**src/rtl/lsu_pkg.sv**
```systemverilog
package lsu_pkg;

  typedef enum logic [3:0] {
    ST_IDLE,
    ST_MOVE,
    ST_ADDR,
    ST_SDATA,
    ST_STORE,
    ST_LOAD,
    ST_LWB,
    ST_DISP,
    ST_HALT
  } lsu_state_e;

  // decoded view of instruction bits 15:6
  typedef struct packed {
    logic       is_mem;    // memory access instead of register move
    logic       use_base;  // base register plus offset word
    logic       is_store;  // store instead of load
    logic       use_imm;   // immediate source
    logic [3:0] mv_src;
    logic [3:0] mv_dst;
    logic [3:0] base_reg;
    logic [3:0] ld_dst;
    logic [3:0] st_src;
  } lsu_dec_t;

endpackage

```
**src/rtl/lsu_decode.sv**
```systemverilog
module lsu_decode
  import lsu_pkg::*;
(
  input  logic [15:6] ins,
  output lsu_dec_t    dec
);

  always_comb begin
    dec.is_mem   = ins[10];
    dec.use_base = ins[11];
    dec.is_store = ins[12];
    dec.use_imm  = ins[6];
    dec.mv_src   = ins[10:7];
    dec.mv_dst   = ins[15:12];
    dec.ld_dst   = {1'b0, ins[15:13]};
    dec.st_src   = {1'b0, ins[9:7]};
    // stores index their base through the destination field, loads through operand 2
    dec.base_reg = ins[12] ? {1'b0, ins[15:13]} : {1'b0, ins[9:7]};
  end

endmodule

```
**src/rtl/lsu_agen.sv**
```systemverilog
module lsu_agen #(
  parameter int AW = 16
) (
  input  logic          use_base,
  input  logic          word,
  input  logic [AW-1:0] base,
  input  logic [AW-1:0] ext,
  output logic [AW-1:0] addr,
  output logic          misaligned
);

  assign addr       = use_base ? base + ext : ext;
  assign misaligned = word & addr[0];

endmodule

```
**src/rtl/lsu_snoop.sv**
```systemverilog
module lsu_snoop #(
  parameter int AW        = 16,
  parameter int NB        = 2,
  parameter int WIN_BASE  = 16'h0400,
  parameter int WIN_SIZE  = 128,
  localparam int OW       = $clog2(WIN_SIZE)
) (
  input  logic           en,
  input  logic           word,
  input  logic [AW-1:0]  addr,
  output logic [NB-1:0]  hit,
  output logic [NB*OW-1:0] off
);

  localparam logic [AW:0] LO = (AW+1)'(WIN_BASE);
  localparam logic [AW:0] HI = (AW+1)'(WIN_BASE + WIN_SIZE);

  for (genvar i = 0; i < NB; i++) begin : g_lane
    logic [AW-1:0] lane_addr;
    logic          in_win;
    logic          lane_used;
    assign lane_addr = addr + AW'(i);
    assign in_win    = ({1'b0, lane_addr} >= LO) && ({1'b0, lane_addr} < HI);
    assign lane_used = (i == 0) || word;
    assign hit[i]    = en && lane_used && in_win;
    assign off[i*OW +: OW] = OW'(lane_addr - AW'(WIN_BASE));
  end

endmodule

```
**src/rtl/lsu_move_unit.sv**
```systemverilog
module lsu_move_unit
  import lsu_pkg::*;
#(
  parameter int DISP_BASE = 16'h0400,
  parameter int DISP_SIZE = 128,
  localparam int AW = 16,
  localparam int NB = AW / 8,
  localparam int RI = 4,
  localparam int OW = $clog2(DISP_SIZE)
) (
  input  logic          clk,
  input  logic          rst_n,
  input  logic          ins_valid,
  output logic          ins_ready,
  input  logic          ins_word_op,
  input  logic [15:6]   ins_field,
  input  logic          ext_valid,
  output logic          ext_ready,
  input  logic [AW-1:0] ext_data,
  input  logic          disp_enable,
  output logic [RI-1:0] rf_ra_addr,
  input  logic [AW-1:0] rf_ra_data,
  output logic [RI-1:0] rf_rb_addr,
  input  logic [AW-1:0] rf_rb_data,
  output logic          rf_we,
  output logic [RI-1:0] rf_waddr,
  output logic [AW-1:0] rf_wdata,
  output logic          mem_req,
  output logic          mem_we,
  output logic          mem_word,
  output logic [AW-1:0] mem_addr,
  output logic [AW-1:0] mem_wdata,
  input  logic [AW-1:0] mem_rdata,
  output logic          dsp_valid,
  input  logic          dsp_ready,
  output logic [OW-1:0] dsp_offset,
  output logic [7:0]    dsp_char,
  output logic          halt_err
);

  lsu_state_e       state_q;
  logic [15:6]      ins_q;
  logic             word_q;
  logic [AW-1:0]    addr_q;
  logic [AW-1:0]    data_q;
  logic [NB-1:0]    pend_q;
  logic [NB*OW-1:0] offs_q;
  logic             halt_q;

  lsu_dec_t         dec;
  logic [AW-1:0]    ag_addr;
  logic             ag_misal;
  logic [NB-1:0]    sn_hit;
  logic [NB*OW-1:0] sn_off;
  logic [AW-1:0]    mv_val;
  logic             lane;
  logic [NB-1:0]    pend_nx;

  lsu_decode u_dec (
    .ins (ins_q),
    .dec (dec)
  );

  lsu_agen #(.AW(AW)) u_agen (
    .use_base   (dec.use_base),
    .word       (word_q),
    .base       (rf_ra_data),
    .ext        (ext_data),
    .addr       (ag_addr),
    .misaligned (ag_misal)
  );

  lsu_snoop #(
    .AW       (AW),
    .NB       (NB),
    .WIN_BASE (DISP_BASE),
    .WIN_SIZE (DISP_SIZE)
  ) u_snoop (
    .en   (disp_enable),
    .word (word_q),
    .addr (addr_q),
    .hit  (sn_hit),
    .off  (sn_off)
  );

  function automatic logic [AW-1:0] size_fit(input logic w, input logic [AW-1:0] v);
    return w ? v : {{(AW-8){1'b0}}, v[7:0]};
  endfunction

  // register ports
  assign rf_ra_addr = (state_q == ST_MOVE) ? dec.mv_src : dec.base_reg;
  assign rf_rb_addr = dec.st_src;
  assign mv_val     = dec.use_imm ? ext_data : rf_ra_data;

  always_comb begin
    rf_we    = 1'b0;
    rf_waddr = dec.mv_dst;
    rf_wdata = size_fit(word_q, mv_val);
    if (state_q == ST_MOVE) begin
      rf_we = !dec.use_imm || ext_valid;
    end else if (state_q == ST_LWB) begin
      rf_we    = 1'b1;
      rf_waddr = dec.ld_dst;
      rf_wdata = size_fit(word_q, mem_rdata);
    end
  end

  // stream handshakes
  assign ins_ready = (state_q == ST_IDLE);
  assign ext_ready = (state_q == ST_ADDR) || (state_q == ST_SDATA) ||
                     ((state_q == ST_MOVE) && dec.use_imm);

  // memory port
  assign mem_req   = (state_q == ST_STORE) || (state_q == ST_LOAD);
  assign mem_we    = (state_q == ST_STORE);
  assign mem_word  = word_q;
  assign mem_addr  = addr_q;
  assign mem_wdata = size_fit(word_q, data_q);

  // display port: lowest pending lane first
  assign lane       = !pend_q[0];
  assign dsp_valid  = (state_q == ST_DISP);
  assign dsp_offset = lane ? offs_q[OW +: OW] : offs_q[0 +: OW];
  assign dsp_char   = lane ? data_q[15:8] : data_q[7:0];
  assign pend_nx    = pend_q & ~(NB'(1) << lane);

  assign halt_err = halt_q;

  always_ff @(posedge clk) begin
    if (!rst_n) begin
      state_q <= ST_IDLE;
      ins_q   <= '0;
      word_q  <= 1'b0;
      addr_q  <= '0;
      data_q  <= '0;
      pend_q  <= '0;
      offs_q  <= '0;
      halt_q  <= 1'b0;
    end else begin
      case (state_q)
        ST_IDLE: begin
          if (ins_valid) begin
            ins_q   <= ins_field;
            word_q  <= ins_word_op;
            // bit 10 of the incoming word picks the memory path
            state_q <= ins_field[10] ? ST_ADDR : ST_MOVE;
          end
        end
        ST_MOVE: begin
          if (!dec.use_imm || ext_valid) state_q <= ST_IDLE;
        end
        ST_ADDR: begin
          if (ext_valid) begin
            addr_q <= ag_addr;
            if (ag_misal) begin
              halt_q  <= 1'b1;
              state_q <= ST_HALT;
            end else if (dec.is_store) begin
              data_q  <= rf_rb_data;
              state_q <= dec.use_imm ? ST_SDATA : ST_STORE;
            end else begin
              state_q <= ST_LOAD;
            end
          end
        end
        ST_SDATA: begin
          if (ext_valid) begin
            data_q  <= ext_data;
            state_q <= ST_STORE;
          end
        end
        ST_STORE: begin
          pend_q  <= sn_hit;
          offs_q  <= sn_off;
          state_q <= (|sn_hit) ? ST_DISP : ST_IDLE;
        end
        ST_LOAD: state_q <= ST_LWB;
        ST_LWB:  state_q <= ST_IDLE;
        ST_DISP: begin
          if (dsp_ready) begin
            pend_q <= pend_nx;
            if (pend_nx == '0) state_q <= ST_IDLE;
          end
        end
        ST_HALT: state_q <= ST_HALT;
        default: state_q <= ST_IDLE;
      endcase
    end
  end

endmodule

```
**config.mk**
```make
export PLATFORM = sky130hd
export DESIGN_NAME = lsu_move_unit
export DESIGN_NICKNAME = d
export VERILOG_FILES = /design/src/rtl/lsu_pkg.sv /design/src/rtl/lsu_decode.sv /design/src/rtl/lsu_agen.sv /design/src/rtl/lsu_snoop.sv /design/src/rtl/lsu_move_unit.sv
export SDC_FILE = /design/constraint.sdc
export NUM_CORES = 1
export LEC_CHECK = 0
export BUFFER_PORTS_ARGS = -buffer_cell sky130_fd_sc_hd__clkbuf_2
export CORE_MARGIN = 1
export CORE_UTILIZATION = 42
export DETAILED_ROUTE_END_ITERATION = 8
export GPL_TIMING_DRIVEN = 0
export PLACE_DENSITY_LB_ADDON = 0.2
export RECOVER_POWER = 100
export SLEW_MARGIN = 20
export SYNTH_ARGS = -nofsm -noshare
export SYNTH_HDL_FRONTEND = slang
export SYNTH_HIERARCHICAL = 1
export SYNTH_SLANG_ARGS = --single-unit
```
**constraint.sdc**
```tcl
create_clock -name clk -period 6.3 [get_ports clk]
set_clock_uncertainty 0.2 [all_clocks]
set_input_delay 0.63 -clock clk [delete_from_list [all_inputs] [get_ports clk]]
set_output_delay 0.63 -clock clk [all_outputs]
set_load 0.01 [all_outputs]
```
**After elaboration in Yosys (flattened, before gate mapping)**

Cells that the tools add are included.

- Register bits: 64
- Output and inout port bits: 83

- Order comparisons: 4
- Shifts and indexed selects: 1
- Reductions and logical operators: 23
- Muxes and demuxes: 34
- Bitwise operators: 3
- Add/subtract/negate cells: 4
- Eq/ne operators: 16

Operators with widths:

| operator | count |
|---|---|
| $mux 16 | 11 |
| $mux 4 | 10 |
| $ge 16x11->1 const B | 2 |
| $lt 16x11->1 const B | 2 |
| $pmux 16 s2 | 1 |
| $pmux 4 s8 | 1 |
| $add 16x1->16 const B | 1 |
| $add 16x16->16 | 1 |
| $eq 4x3->1 const B | 4 |
| $sub 7x1->7 const B | 2 |
| $mux 3 | 4 |
| $ne 2x2->1 const B | 5 |
| $eq 4x2->1 const B | 2 |
| $mux 8 | 1 |
| $mux 7 | 1 |
| $logic_and 1x1->1 | 6 |
| $ne 2x1->1 const B | 3 |
| $reduce_and 2->1 | 3 |
| $reduce_and 6->1 | 1 |
| $reduce_and 5->1 | 1 |
| $eq 4x1->1 const B | 1 |
| $eq 4x4->1 const B | 1 |
| $logic_not 4->1 | 1 |
| $logic_or 1x1->1 | 4 |
| other kinds (12) | 16 |

**Longest topological paths before layout**

- Word-level depth: 8
- Gate-level depth with buffers: 10
- Depth with buffers taken out: 10

**Hierarchy**

The synthesis kept the hierarchy.

Modules (own cells, without submodules):

| module | cells each | times used | sequential area each (µm²) | area an instance (µm²) |
|---|---|---|---|---|
| lsu_move_unit | 444 | 1 | 1,281.2 | 3,455.8 |
| lsu_agen | 116 | 1 | 0.0 | 909.6 |
| lsu_snoop | 47 | 1 | 0.0 | 355.3 |
| lsu_decode | 25 | 1 | 0.0 | 195.2 |

**Worst setup path after synthesis**

Ideal clock, no wire load.

- Path kind: in2reg
- Start point: in rf_ra_data[0]
- End point: reg addr_q[10], in the netlist mem_addr[10]
- Stages on the path: 10
- Buffers on the path: 0
- Required time: 5.984 ns
- Setup time: 0.116 ns
- Arrival time: 2.504 ns
- Setup slack: 3.480 ns
- Path through: ha_1 > fa_1 > a21o_1 > a221oi_2 > o31ai_1 > a31oi_1 > xnor2_1 > mux2_2 > nand2_1 > a21boi_1

- Cells in the longest elaborated chain, start to end: 2

Ends and longest elaborated chain:

| what | RTL line | text |
|---|---|---|
| from (decl) | lsu_move_unit.sv:22 | `input logic [AW-1:0] rf_ra_data,` |
| $add 16x16->16 | lsu_agen.sv:12 | `assign addr = use_base ? base + ext : ext;` |
| $mux 16 | lsu_agen.sv:12 |  |
| net ag_addr[10] | lsu_move_unit.sv:51 | `logic [AW-1:0] ag_addr;` |
| to (signal assigned) | lsu_move_unit.sv:154 | `addr_q <= ag_addr;` |
| to (decl) | lsu_move_unit.sv:44 | `logic [AW-1:0] addr_q;` |

The timed path passes the listed nets, and every way through them passes these cells.
A chain may end at the register's enable or synchronous reset.

**Worst setup path in the final report**

- Start point: reg addr_q[1], in the netlist mem_addr[1]
- End point: reg state_q[2]

- Cells in the longest elaborated chain, start to end: 7
- Elaborated cells on any way between the ends: 12

Ends and longest elaborated chain:

| what | RTL line | text |
|---|---|---|
| $add 16x1->16 * | lsu_snoop.sv:22 | `assign lane_addr = addr + AW'(i);` |
| $ge 16x11->1 or $lt 16x11->1 (tied branches) | lsu_snoop.sv:23 | `assign in_win = ({1'b0, lane_addr} >= LO) && ({1'b0, lane_addr} < HI);` |
| $logic_and 1x1->1 * | lsu_snoop.sv:23 |  |
| $logic_and 1x1->1 * | lsu_snoop.sv:25 | `assign hit[i] = en && lane_used && in_win;` |
| net sn_hit[1] | lsu_move_unit.sv:53 | `logic [NB-1:0] sn_hit;` |
| $reduce_or 2->1 * | lsu_move_unit.sv:175 | `state_q <= (\|sn_hit) ? ST_DISP : ST_IDLE;` |
| $mux 3 * | lsu_move_unit.sv:175 |  |
| $pmux 4 s8 * | lsu_move_unit.sv:140 | `case (state_q)` |
| to (signal assigned) | lsu_move_unit.sv:146 | `state_q <= ins_field[10] ? ST_ADDR : ST_MOVE;` |
| to (signal assigned) | lsu_move_unit.sv:160 | `state_q <= dec.use_imm ? ST_SDATA : ST_STORE;` |
| to (signal assigned) | lsu_move_unit.sv:175 |  |
| to (decl) | lsu_move_unit.sv:41 | `lsu_state_e state_q;` |

Mark *: on every way through the listed nets, which the timed path passes. The rest lies on a longest branch.

==> impl_metrics.yaml <==
outcome:
  status: "finished clean"
global_routing:
  met1_usage_pct: 32.8
  grtUsageMet2_pct: 45.6
  grt_max_degree: 13
  busiest_layer: "met2"
  grt_pass1_vias: 4785
  grt_usage_pct: 26.1
  gr-total-overflow: 0
  antenna_found_initial: 0
  grt_first_pass_wirelength_um: 24000
  grt_use_met3_pct: 4.29
cts:
  htreeDepth: 3
  cts.clk_slew.worst_paths_ns: 0.06
  clock_latency_ns: 0.33
  cts_buffers: 9
  cts_sinks: 64
  postCtsSetupRepairBufs: 0
  cts.path.max_buffers: 2
  cts_resized: 0
  cts_tree: "yes"
  cts_root_buf: "clkbuf_16"
  hold_buffers: 0
synthesis:
  yosysWarnings: 6
  synth_area_um2: 4910
  netlist_instances: 631
  avgSynthCellArea_um2: 7.78
pwr:
  sw_frac_of_total_pct: 31.4
  max-vdd-ir-drop_v: 0.000133
  leakage_uw: 0.00260
  power_uw: 1240
  internal_power_uw: 850
  p_seq_share_pct: 35.5
  power_density_nw_per_um2: 205
  power_switching_uw: 389
  p_comb_share_pct: 25.5
  power.share.clock_pct: 39.0
drt:
  routedWlPerCell_um: 16.3
  routed_wl_um: 15500
  viasPerCell: 5.43
  dr_total_vias: 5176
  antenna_left: 0
  dr.pass1.iters: 5
  drc: 0
  drt_iter0_markers: 305
layout:
  multiInputGateArea_um2: 3150
  area_growth_pct: 23.3
  fin_nets: 904
  regArea_um2: 1280
  num-fill-cells: 1199
  drive_above_1_share_pct: 22.1
  antenna_cells: 0
sta:
  hold_viol_final: 0
  rsz0062_at_grt: "false"
  fin_crit_sh_pct: 59.8
  max_slew_margin_pct: 7.61
  worstMarginPinSlew_ns: 1.35
  setup_viol: 0
  maxSlewViolCount: 0
  fin_tns_setup_ns: 0
  fmaxAchievable_ghz: 0.265
  period_minus_slack_ns: 3.77
critical_path:
  worstSetupStartpointType: "register"
  worstSetupPathType: "reg2reg"
  cp.required_ns: 6.37
  crit_path_max_fanout: 7
  cp.arrival_ns: 3.84
  end_kind: "register"
job:
  maxCapViolations: 0
die:
  dieArea_um2: 12100
  row_count: 39
  die_width_um: 110
  pin_count: 164
  start_util_pct: 43.0
  die_h_um: 110
  placeableCoreArea_um2: 11400
placed_design:
  gp_congestion: 0.872
  hpwl_um: 12200
  portBuffers: 161
hold_path:
  hold_class: "reg2reg"
-- per-stage QoR --
step	worst slack [ns]	area, um2	instances	hold slack [ns]	util (%)
after global placement	3.10	5900	937	0.239	51.7
after detailed placement	3.10	5900	937	0.245	51.7
after global routing	2.28	6050	953	0.284	53.0
after CTS	3.18	6190	953	0.253	54.2
after floorplan	3.48	4920	633	0.232	-
final	2.53	6050	953	0.260	53.0
-- final cells by class --
class                      count  area share (%)
tap                          143            2.96
clock inverter                 5           0.620
inverter                       9           0.558
sequential                    64            21.2
timing repair buffer         161            11.8
buffer                        71            6.64
multi-input combinational    489            52.1
clock buffer                  11            4.18
-- placed cells by master (no fill, tap or decap), drive strengths merged, types with 3 or more instances in the layout --
| cell type | n |
|---|---|
| xnor2 | 11 |
| nand3 | 23 |
| o21ai | 27 |
| a21o | 5 |
| conb | 3 |
| nor2b | 4 |
| buf | 40 |
| a31oi | 20 |
| o211a | 8 |
| xor2 | 9 |
| clkbuf | 203 |
| nand2b | 4 |
| a21boi | 45 |
| and3 | 8 |
| ha | 17 |
| dfxtp | 64 |
| nor2 | 20 |
| mux2 | 36 |
| or3 | 3 |
| nor3b | 3 |
| o211ai | 3 |
| nor3 | 4 |
| nand3b | 4 |
| inv | 11 |
| a21oi | 15 |
| nand4 | 5 |
| o22ai | 3 |
| nand2 | 150 |
| and2 | 9 |
| mux2i | 18 |
-- power by group through the flow --
| stage | clock network (uW) | logic (uW) | registers, uW |
|---|---|---|---|
| after floorplan | 0 | 219 | 444 |
| after global placement | 0 | 323 | 448 |
| after detailed placement | 0 | 327 | 449 |
| after CTS | 488 | 329 | 440 |
| after global routing | 505 | 351 | 443 |
| final | 483 | 316 | 440 |
-- per-layer routing --
metal / routed length, um / vias up / share of wire (%)
li1: - / 2537 / -
met5: 0 / - / 0
met2: 7580 / 193 / 49
met4: 295 / 0 / 1.9
met3: 909 / 22 / 5.9
met1: 6710 / 2424 / 43
-- state kept, by name, indices dropped and copies added, names as in the netlist --
signal    flops
data_q       16
offs_q       14
halt_err      1
state_q       4
pend_q        2
mem_word      1
mem_addr     16
ins_q        10
-- worst max-delay path, stage by stage (launching register included) --
cell and delay (ns):
dfxtp_1 0.50, ha_1 0.26, nand3_1 0.23, nor4b_1 0.37
nor3_1 0.10, a2111oi_0 1.14, nor3_1 0.09, or3_1 0.37
a211oi_1 0.31, o21a_1 0.15
-- final timing paths --
kind	from	slack (ns)	endpoint	cells after the start
setup reg to reg	mem_addr[1]	2.53	state_q[2]	9
hold reg to reg	offs_q[12]	0.26	offs_q[12]	2
setup / recovery	mem_addr[1]	2.53	state_q[2]	9
hold / removal	offs_q[12]	0.26	offs_q[12]	2
Note: power is estimated with default switching activity, not from simulation.
